## src/rtl/ssp_cfg_pkg.sv

```systemverilog
package ssp_cfg_pkg;

  localparam int ADDR_W   = 3;
  localparam int DATA_W   = 8;
  localparam int GAIN_W   = 6;
  localparam int FRAME_W  = ADDR_W + DATA_W;
  localparam int NUM_REGS = 1 << ADDR_W;
  localparam int CFG_W    = 2;

  // register indices whose position is decoded by the fields below
  localparam int IDX_MODE = 6;
  localparam int IDX_TEST = 7;

  // mode register bit positions
  localparam int MB_PDOWN  = 7;
  localparam int MB_SRST   = 6;
  localparam int MB_TOPREF = 5;
  localparam int MB_DCREF  = 4;
  localparam int MB_AC     = 3;
  localparam int MB_POL    = 2;

  // output/test register bit positions
  localparam int TB_FMT  = 7;
  localparam int TB_ODIS = 6;
  localparam int TB_ORNG = 5;
  localparam int TB_REFC = 4;
  localparam int TEST_W  = 4;

  typedef struct packed {
    logic clearFrame;
    logic shiftBit;
    logic commit;
  } frameStrobe_t;

  function automatic logic isGainIdx(int idx);
    return (idx < IDX_MODE) && (idx % 2 == 0);
  endfunction

  function automatic logic isOffsetIdx(int idx);
    return (idx < IDX_MODE) && (idx % 2 == 1);
  endfunction

  function automatic logic [DATA_W-1:0] regDefault(int idx);
    if (isOffsetIdx(idx)) return DATA_W'(1) << (DATA_W - 2);
    return '0;
  endfunction

  function automatic logic [DATA_W-1:0] storeValue(int idx, logic [DATA_W-1:0] data);
    logic [DATA_W-1:0] val;
    val = data;
    if (isGainIdx(idx)) val[DATA_W-GAIN_W-1:0] = '0;
    if (idx == IDX_MODE && data[MB_PDOWN]) val[CFG_W-1:0] = '0;
    return val;
  endfunction

endpackage

```

## src/rtl/ssp_frame_ctrl.sv

```systemverilog
module ssp_frame_ctrl
  import ssp_cfg_pkg::*;
#(
  parameter int FRAME_BITS = FRAME_W
) (
  input  logic         clk,
  input  logic         rstN,
  input  logic         lineSync,
  input  logic         loadN,
  input  logic         serClk,
  output frameStrobe_t strobe
);

  localparam int CNT_W = $clog2(FRAME_BITS + 1);

  logic             prevLoad;
  logic             prevSclk;
  logic [CNT_W-1:0] bitCount;
  logic             loadFall;
  logic             loadRise;
  logic             sclkRise;
  logic             frameFull;

  always_ff @(posedge clk or negedge rstN) begin
    if (!rstN) begin
      prevLoad <= 1'b1;
      prevSclk <= 1'b1;
    end else begin
      prevLoad <= loadN;
      prevSclk <= serClk;
    end
  end

  always_comb begin
    loadFall  = prevLoad & ~loadN;
    loadRise  = ~prevLoad & loadN;
    sclkRise  = ~prevSclk & serClk;
    frameFull = (bitCount == CNT_W'(FRAME_BITS));
    strobe.clearFrame = loadFall;
    strobe.shiftBit   = lineSync & ~loadN & ~loadFall & sclkRise & ~frameFull;
    strobe.commit     = lineSync & loadRise & frameFull;
  end

  always_ff @(posedge clk or negedge rstN) begin
    if (!rstN) begin
      bitCount <= '0;
    end else if (strobe.clearFrame) begin
      bitCount <= '0;
    end else if (strobe.shiftBit) begin
      bitCount <= bitCount + CNT_W'(1);
    end
  end

endmodule

```

## src/rtl/ssp_cfg_datapath.sv

```systemverilog
module ssp_cfg_datapath
  import ssp_cfg_pkg::*;
(
  input  logic                             clk,
  input  logic                             rstN,
  input  frameStrobe_t                     strobe,
  input  logic                             serData,
  output logic [NUM_REGS-1:0][DATA_W-1:0]  regFile
);

  logic [FRAME_W-1:0] shiftReg;
  logic [ADDR_W-1:0]  wrAddr;
  logic [DATA_W-1:0]  wrData;
  logic               softReset;

  always_ff @(posedge clk or negedge rstN) begin
    if (!rstN) begin
      shiftReg <= '0;
    end else if (strobe.clearFrame) begin
      shiftReg <= '0;
    end else if (strobe.shiftBit) begin
      shiftReg <= {shiftReg[FRAME_W-2:0], serData};
    end
  end

  always_comb begin
    wrAddr    = shiftReg[FRAME_W-1 -: ADDR_W];
    wrData    = shiftReg[DATA_W-1:0];
    softReset = strobe.commit && (wrAddr == ADDR_W'(IDX_MODE)) && wrData[MB_SRST];
  end

  for (genvar g = 0; g < NUM_REGS; g++) begin : gReg
    always_ff @(posedge clk or negedge rstN) begin
      if (!rstN) begin
        regFile[g] <= regDefault(g);
      end else if (softReset) begin
        regFile[g] <= regDefault(g);
      end else if (strobe.commit && (wrAddr == ADDR_W'(g))) begin
        regFile[g] <= storeValue(g, wrData);
      end
    end
  end

endmodule

```

## src/rtl/ssp_cfg_port.sv

```systemverilog
module ssp_cfg_port
  import ssp_cfg_pkg::*;
(
  input  logic              clk,
  input  logic              rstN,
  input  logic              lineSync,
  input  logic              loadN,
  input  logic              serClk,
  input  logic              serData,
  output logic              busRelease,
  output logic [GAIN_W-1:0] gainRed,
  output logic [GAIN_W-1:0] gainGrn,
  output logic [GAIN_W-1:0] gainBlu,
  output logic [DATA_W-1:0] offRed,
  output logic [DATA_W-1:0] offGrn,
  output logic [DATA_W-1:0] offBlu,
  output logic              powerDown,
  output logic              topRefExt,
  output logic              dcRefExt,
  output logic              acCoupled,
  output logic              invertPol,
  output logic [CFG_W-1:0]  chanCfg,
  output logic              wideMsb,
  output logic              outDisable,
  output logic              offRange,
  output logic              refCircuitEn,
  output logic [TEST_W-1:0] testBits
);

  frameStrobe_t                    strobe;
  logic [NUM_REGS-1:0][DATA_W-1:0] regFile;
  logic                            unusedBits;

  ssp_frame_ctrl #(.FRAME_BITS(FRAME_W)) uCtrl (
    .clk      (clk),
    .rstN     (rstN),
    .lineSync (lineSync),
    .loadN    (loadN),
    .serClk   (serClk),
    .strobe   (strobe)
  );

  ssp_cfg_datapath uData (
    .clk     (clk),
    .rstN    (rstN),
    .strobe  (strobe),
    .serData (serData),
    .regFile (regFile)
  );

  logic [DATA_W-1:0] modeReg;
  logic [DATA_W-1:0] testReg;

  always_comb begin
    modeReg      = regFile[IDX_MODE];
    testReg      = regFile[IDX_TEST];
    busRelease   = lineSync;
    gainRed      = regFile[0][DATA_W-1 -: GAIN_W];
    gainGrn      = regFile[2][DATA_W-1 -: GAIN_W];
    gainBlu      = regFile[4][DATA_W-1 -: GAIN_W];
    offRed       = regFile[1];
    offGrn       = regFile[3];
    offBlu       = regFile[5];
    powerDown    = modeReg[MB_PDOWN];
    topRefExt    = modeReg[MB_TOPREF];
    dcRefExt     = modeReg[MB_DCREF];
    acCoupled    = modeReg[MB_AC];
    invertPol    = modeReg[MB_POL];
    chanCfg      = modeReg[CFG_W-1:0];
    wideMsb      = testReg[TB_FMT];
    outDisable   = testReg[TB_ODIS];
    offRange     = testReg[TB_ORNG];
    refCircuitEn = testReg[TB_REFC];
    testBits     = testReg[TEST_W-1:0];
    unusedBits   = ^{regFile[0][DATA_W-GAIN_W-1:0], regFile[2][DATA_W-GAIN_W-1:0],
                     regFile[4][DATA_W-GAIN_W-1:0], modeReg[MB_SRST]};
  end

endmodule

```

## config.mk

```make
export PLATFORM = sky130hd
export DESIGN_NAME = ssp_cfg_port
export DESIGN_NICKNAME = d
export VERILOG_FILES = /design/src/rtl/ssp_cfg_pkg.sv /design/src/rtl/ssp_frame_ctrl.sv /design/src/rtl/ssp_cfg_datapath.sv /design/src/rtl/ssp_cfg_port.sv
export SDC_FILE = /design/constraint.sdc
export NUM_CORES = 1
export LEC_CHECK = 0
export ABC_AREA = 0
export CAP_MARGIN = 20
export CORE_MARGIN = 2
export CORE_UTILIZATION = 46
export DETAILED_ROUTE_END_ITERATION = 10
export DONT_BUFFER_PORTS = 1
export SYNTH_ARGS = -nofsm -noshare
export SYNTH_HDL_FRONTEND = slang
export SYNTH_SLANG_ARGS = --single-unit
```

## constraint.sdc

```tcl
create_clock -name clk -period 1.55 [get_ports clk]
set_clock_uncertainty 0.05 [all_clocks]
set_input_delay 0.31 -clock clk [delete_from_list [all_inputs] [get_ports clk]]
set_output_delay 0.31 -clock clk [all_outputs]
set_load 0.05 [all_outputs]
```

### Word level (Yosys, flattened, before mapping)

Cells that the tools add are included.

| word-level totals | value |
|---|---|
| bits of input ports | 6 |
| logic and storage cells | 75 |
| register bits | 81 |
| output and inout port bits | 58 |

| operators by class | value |
|---|---|
| multiplexer cells | 21 |
| reduce and logical (&&, ||, !) cells | 19 |
| add/subtract/negate cells | 1 |
| equal/unequal tests | 8 |
| bitwise logic cells | 14 |

Operators by type and width:

| kind | count |
|---|---|
| $mux W8 | 16 |
| $mux W11 | 2 |
| $reduce_bool A2 Y1 | 9 |
| $eq A3 B3 Y1 const B | 4 |
| $and A1 B1 Y1 | 9 |
| $logic_and A1 B1 Y1 | 9 |
| $mux W4 | 2 |
| $eq A3 B2 Y1 const B | 2 |
| $not A1 Y1 | 5 |
| $add A4 B1 Y4 const B | 1 |
| $eq A4 B4 Y1 const B | 1 |
| $eq A3 B1 Y1 const B | 1 |
| $logic_not A3 Y1 | 1 |
| $mux W2 | 1 |

### Logic depth before layout (Yosys ltp)

| depth | value |
|---|---|
| depth in word-level cells | 8 |
| depth in mapped cells | 6 |
| depth with buffers taken out | 4 |

### Cells and area by module

From an unflattened synthesis, not the netlist that was laid out.

| second synthesis, totals | value |
|---|---|
| cells, all modules | 304 |
| area total of the unflattened synthesis | 3,291.9 um2 |

Modules (own cells, without submodules):

| module | cells an instance | times used | area each (um2) | sequential area each (um2) |
|---|---|---|---|---|
| ssp_cfg_datapath | 273 | 1 | 2,942.8 | 1,730.4 |
| ssp_frame_ctrl | 30 | 1 | 341.6 | 152.6 |
| ssp_cfg_port | 1 | 1 | 7.5 | 0.0 |

### Least setup slack after synthesis

Ideal clock, no wire load.

| timing path | value |
|---|---|
| path kind | reg2reg |
| from | register uCtrl.bitCount[0] |
| to | register uData.regFile[34] in the netlist's numbering |
| path buffers | 1 |
| period minus slack after synthesis | 1.734 ns |
| arrival time | 1.563 ns |
| path slack | -0.184 ns |
| library setup time | 0.121 ns |
| cell stages (with the launch flop) | 6 |
| required time | 1.379 ns |
| cell sequence | dfrtp_1 > ha_1 > nand3b_4 > buf_2 > a2111o_1 > a22o_1 |

| between the ends | value |
|---|---|
| cells in the longest elaborated chain, start to end | 5 |
| elaborated cells on any way between the ends | 7 |
| those cells by class | eq/ne (1); mux (1); bitwise (1); reduce/logical (4) |

RTL lines:

| what | RTL line | text |
|---|---|---|
| start: declaration | ssp_frame_ctrl.sv:18 | `logic [CNT_W-1:0] bitCount;` |
| start signal: assignment | ssp_frame_ctrl.sv:50 | `bitCount <= bitCount + CNT_W'(1);` |
| $eq A4 B4 Y1 (*) | ssp_frame_ctrl.sv:38 | `frameFull = (bitCount == CNT_W'(FRAME_BITS));` |
| $and A1 B1 Y1 (*) | ssp_frame_ctrl.sv:41 | `strobe.commit = lineSync & loadRise & frameFull;` |
| $logic_and A1 B1 Y1 (2 in series) | ssp_cfg_datapath.sv:29 | `softReset = strobe.commit && (wrAddr == ADDR_W'(IDX_MODE)) && wrData[MB_SRST];` |
| $mux W8 or $reduce_bool A2 Y1 (tied branches) | - |  |
| end signal: indexed assignment | ssp_cfg_datapath.sv:35 | `regFile[g] <= regDefault(g);` |
| end signal: indexed assignment | ssp_cfg_datapath.sv:37 | `regFile[g] <= regDefault(g);` |
| end signal: indexed assignment | ssp_cfg_datapath.sv:39 | `regFile[g] <= storeValue(g, wrData);` |
| end: declaration | ssp_cfg_datapath.sv:8 | `output logic [NUM_REGS-1:0][DATA_W-1:0] regFile` |

Mark *: on every way between the ends. The rest lies on a longest branch, timed or not.
A chain may end at the register's enable or synchronous reset.

### Final worst setup path

| timing path | value |
|---|---|
| from | register uCtrl.bitCount[1] |
| to | register uData.regFile[37] in the netlist's numbering |

Same word-level chain as after synthesis.

==> flow_summary.toml <==
[final_layout]
post_route_cell_area_mm2 = 0.00428
utilization_pct = 59.9
ant_diodes = 0
final_nets = 348
num-fill-cells = 589
final_layout_size_suffix_gt1_share_pct = 39.0
area_growth_syn_to_layout_pct = 28.2

[route]
via_per_inst = 5.81
route.detailed.wl_per_inst_um = 19.6
met1Wirelength_um = 3840
drt-initial-drc-count = 91
vias = 2585
first_pass_iters = 4
routed.top_layer = "met4"
routed_length_on_met2_um = 4210
totalWireLength_um = 8720
routed_wl_met3_um = 548
ant_nets = 0
drc = 0

[global_route]
antenna_found_initial = 0
overflow = 0
grt.total_usage_pct = 22.7
grt_max_degree = 75
number_of_global_route_vias_before_repair = 2469
grt_first_pass_wirelength_um = 13300

[synthesis]
synthTopCellsByArea = "dfrtp_1 (52%), a22o_1 (8.9%), dfstp_2 (3.9%)"
synth.most_common_cell = "dfrtp_1"
synth_area_per_cell_um2 = 11.5
seq_area_frac_synth_pct = 55.7
ys_ff_latch = 74
synthesis.nets = 296
postSynth.asyncResetShare_pct = 100
mappedNetlistArea_mm2 = 0.00334
leading_register_cell_type_out_of_synthesis = "dfrtp_1"
synth_edf_count = 0
netlist_top_cells_count = "dfrtp_1 (69), a22o_1 (34), a21oi_1 (22)"
syn_inst = 289
netlist.top_cell.by_area = "dfrtp_1"
post-synth-top-area-fraction_pct = 51.8
synthesis.yosys.warnings = 0
synth.lib_cells_used.distinct = 44

[power_and_ir_drop]
sequentialPowerShare_pct = 54.8
report.power.total_mw = 3.59
power_leakage_nw = 1.97
pwr-share-clk_pct = 41.7
vdd_drop_max_uv = 519
switching_share_pct = 23.5
power.density_mw_per_mm2 = 840
intPower_mw = 2.75
power.net_switching_uw = 845
power_frac_comb_pct = 3.5

[floorplanning]
die_h_um = 89.2
pin_count = 64
die_width_um = 89.2
floorplan.die_area_mm2 = 0.00795
rows = 31
start_util_pct = 46.7
core_region_area_mm2 = 0.00714

[hold_path]
holdCritPathClass = "in -> async"

[sta]
timing.hold.ws_ns = -0.403
report.final.hold_viol_count = 74
timing_worst_slew_pin_value_ns = 0.590
setup_tns_ns = -4.18
timing.max_slew.rel_slack_pct = 60.7
achievable-frequency_ghz = 0.592
setup_violations = 47
final_min_period_over_clock_period_pct = 109
grt_setup_unrepaired = "true"
worst_slack_ns = -0.138
final.min_clock_period_ns = 1.69
final-max-slew-violation-count = 0

[setup_path]
critPathArrivalTime_ns = 1.88
max_stage_delay_ns = 0.41
reg2reg_depth = 5
crit_fanout = 7
regToRegEndpoint = "uData.regFile[37]$_DFFE_PN0P_"
timing.critical_path.from_type = "register"
path_delay_family = "compound AO/OA/AOI/OAI gates"
path_class = "reg -> reg"
slowest_stage = "dfrtp_1"
worstPathCellList = "ha_4, nand3b_4, buf_4, a2111o_1, a22o_1"
critical_path_required_ns = 1.75
timing.critical_path.to_type = "register"
timing.reg2reg.setup_slack_ns = -0.14
crit_buf_inv = 1
timing.rr.start = "uCtrl.bitCount[1]$_DFFE_PN0P_"

[clock_network]
post_cts_hold_buffer_count = 2
clkSinkCount = 74
buffer_type_at_the_clock_tree_root = "clkbuf_8"
cts.clk_slew.worst_paths_ns = 0.08
worstSkewPairLatency_ns = 0.35
clock_path_buffers = 2
cts_made_buffers = 9
cts-htree-levels = 3
cts_tree = "done"

[placement]
placed_area_mm2 = 0.00381
portbufs = 0
dp_hpwl_um = 5530
final_weighted_congestion_in_routability_driven_placement = 0.756

[status]
violations = "negative hold slack, negative setup slack"
run_status = "complete, but fails checks"

[run]
max_cap_violations = 0
-- layout by cell type, fill, tap and decap left out, types with 3 or more instances in the layout --
| master | Yosys | layout |
|---|---|---|
| a21oi_2 | 0 | 4 |
| o21ai_2 | 0 | 10 |
| nor4_1 | 7 | 7 |
| nor2b_1 | 15 | 14 |
| o21ai_0 | 16 | 3 |
| a21oi_1 | 22 | 18 |
| nand2b_1 | 9 | 7 |
| mux2_4 | 0 | 7 |
| a221o_1 | 6 | 6 |
| a22o_1 | 34 | 34 |
| buf_6 | 0 | 6 |
| dfrtp_1 | 69 | 66 |
| dfrtp_2 | 0 | 3 |
| dfstp_2 | 5 | 5 |
| o21ai_1 | 0 | 3 |
| buf_4 | 3 | 62 |
| nand4_1 | 8 | 8 |
| inv_1 | 5 | 5 |
| nand3_1 | 14 | 14 |
| o31ai_1 | 7 | 7 |
| clkbuf_8 | 0 | 9 |
-- state kept, by name, indices dropped and copies added (netlist names) --
name,cells
uData.regFile,57
uCtrl.prevLoad,1
uCtrl.bitCount,4
uData.shiftReg,11
uCtrl.prevSclk,1
-- cell type report --
class	count	area, µm²	area share [%]
clock buffer	10	128	2.98
tap	99	124	2.90
inverter	5	18.8	0.439
clock inverter	6	65.1	1.52
timing repair buffer	71	573	13.4
multi-input combinational	180	1510	35.2
sequential	74	1860	43.5
-- worst max path at each step --
| stage | slack (ns) | cells past startpoint | end | from |
|---|---|---|---|---|
| final | -0.14 | 5 | uData.regFile[37]$_DFFE_PN0P_ | uCtrl.bitCount[1]$_DFFE_PN0P_ |
| after global routing | -0.17 | 5 | uData.regFile[39]$_DFFE_PN0P_ | uCtrl.bitCount[1]$_DFFE_PN0P_ |
| after detailed placement | -0.15 | 3 | uData.regFile[9]$_DFFE_PN0P_ | uData.shiftReg[8]$_DFFE_PN0P_ |
| after floorplan | -0.09 | 5 | uData.regFile[2]$_DFFE_PN0P_ | uCtrl.bitCount[1]$_DFFE_PN0P_ |
| after global placement | -0.13 | 3 | uData.regFile[13]$_DFFE_PN0P_ | uData.shiftReg[8]$_DFFE_PN0P_ |
| after CTS | -0.12 | 5 | uData.regFile[35]$_DFFE_PN0P_ | uCtrl.bitCount[1]$_DFFE_PN0P_ |
-- cells by family after synthesis --
logic type                 share of synthesized area (%)
AOI/OAI and AO/OA                                   19.8
and+or+nand+nor                                     17.3
DFF                                                 55.7
buffers and inverters                               4.46
muxes                                               2.36
adders and majority gates                          0.375
-- power by group through the flow --
stage | Sequential [mW] | Clock (mW) | Combinational, mW
3_3_place_gp | 2.01 | 0 | 0.110
6_report | 1.97 | 1.50 | 0.126
3_5_place_dp | 2.01 | 0 | 0.112
4_1_cts | 1.97 | 1.52 | 0.118
5_1_grt | 1.97 | 1.63 | 0.134
2_1_floorplan | 2.03 | 0 | 0.0480
-- through the flow --
step	setup WS [ns]	hold slack (ns)	cells
CTS	-0.120	-0.423	440
detailed placement	-0.149	-0.0333	417
global route	-0.171	-0.429	445
floorplan	-0.0885	-0.0356	289
global placement	-0.130	-0.0329	417
finish	-0.138	-0.403	445
-- what timing repair did --
item,4_1_cts,5_1_grt
hold endpoints to repair,76,74
resized for setup,20,38
cloned,0,0
setup buffers,6,6
pin swaps,14,19
endpoints found under the setup margin,58,69
-- metal layers --
metal	up-vias	track usage, %
met3	13	6.83
li1	1193	-
met1	1297	31.6
met2	82	33.9
met5	-	0
met4	0	7.73
Note: power is estimated with default switching activity, not from simulation.
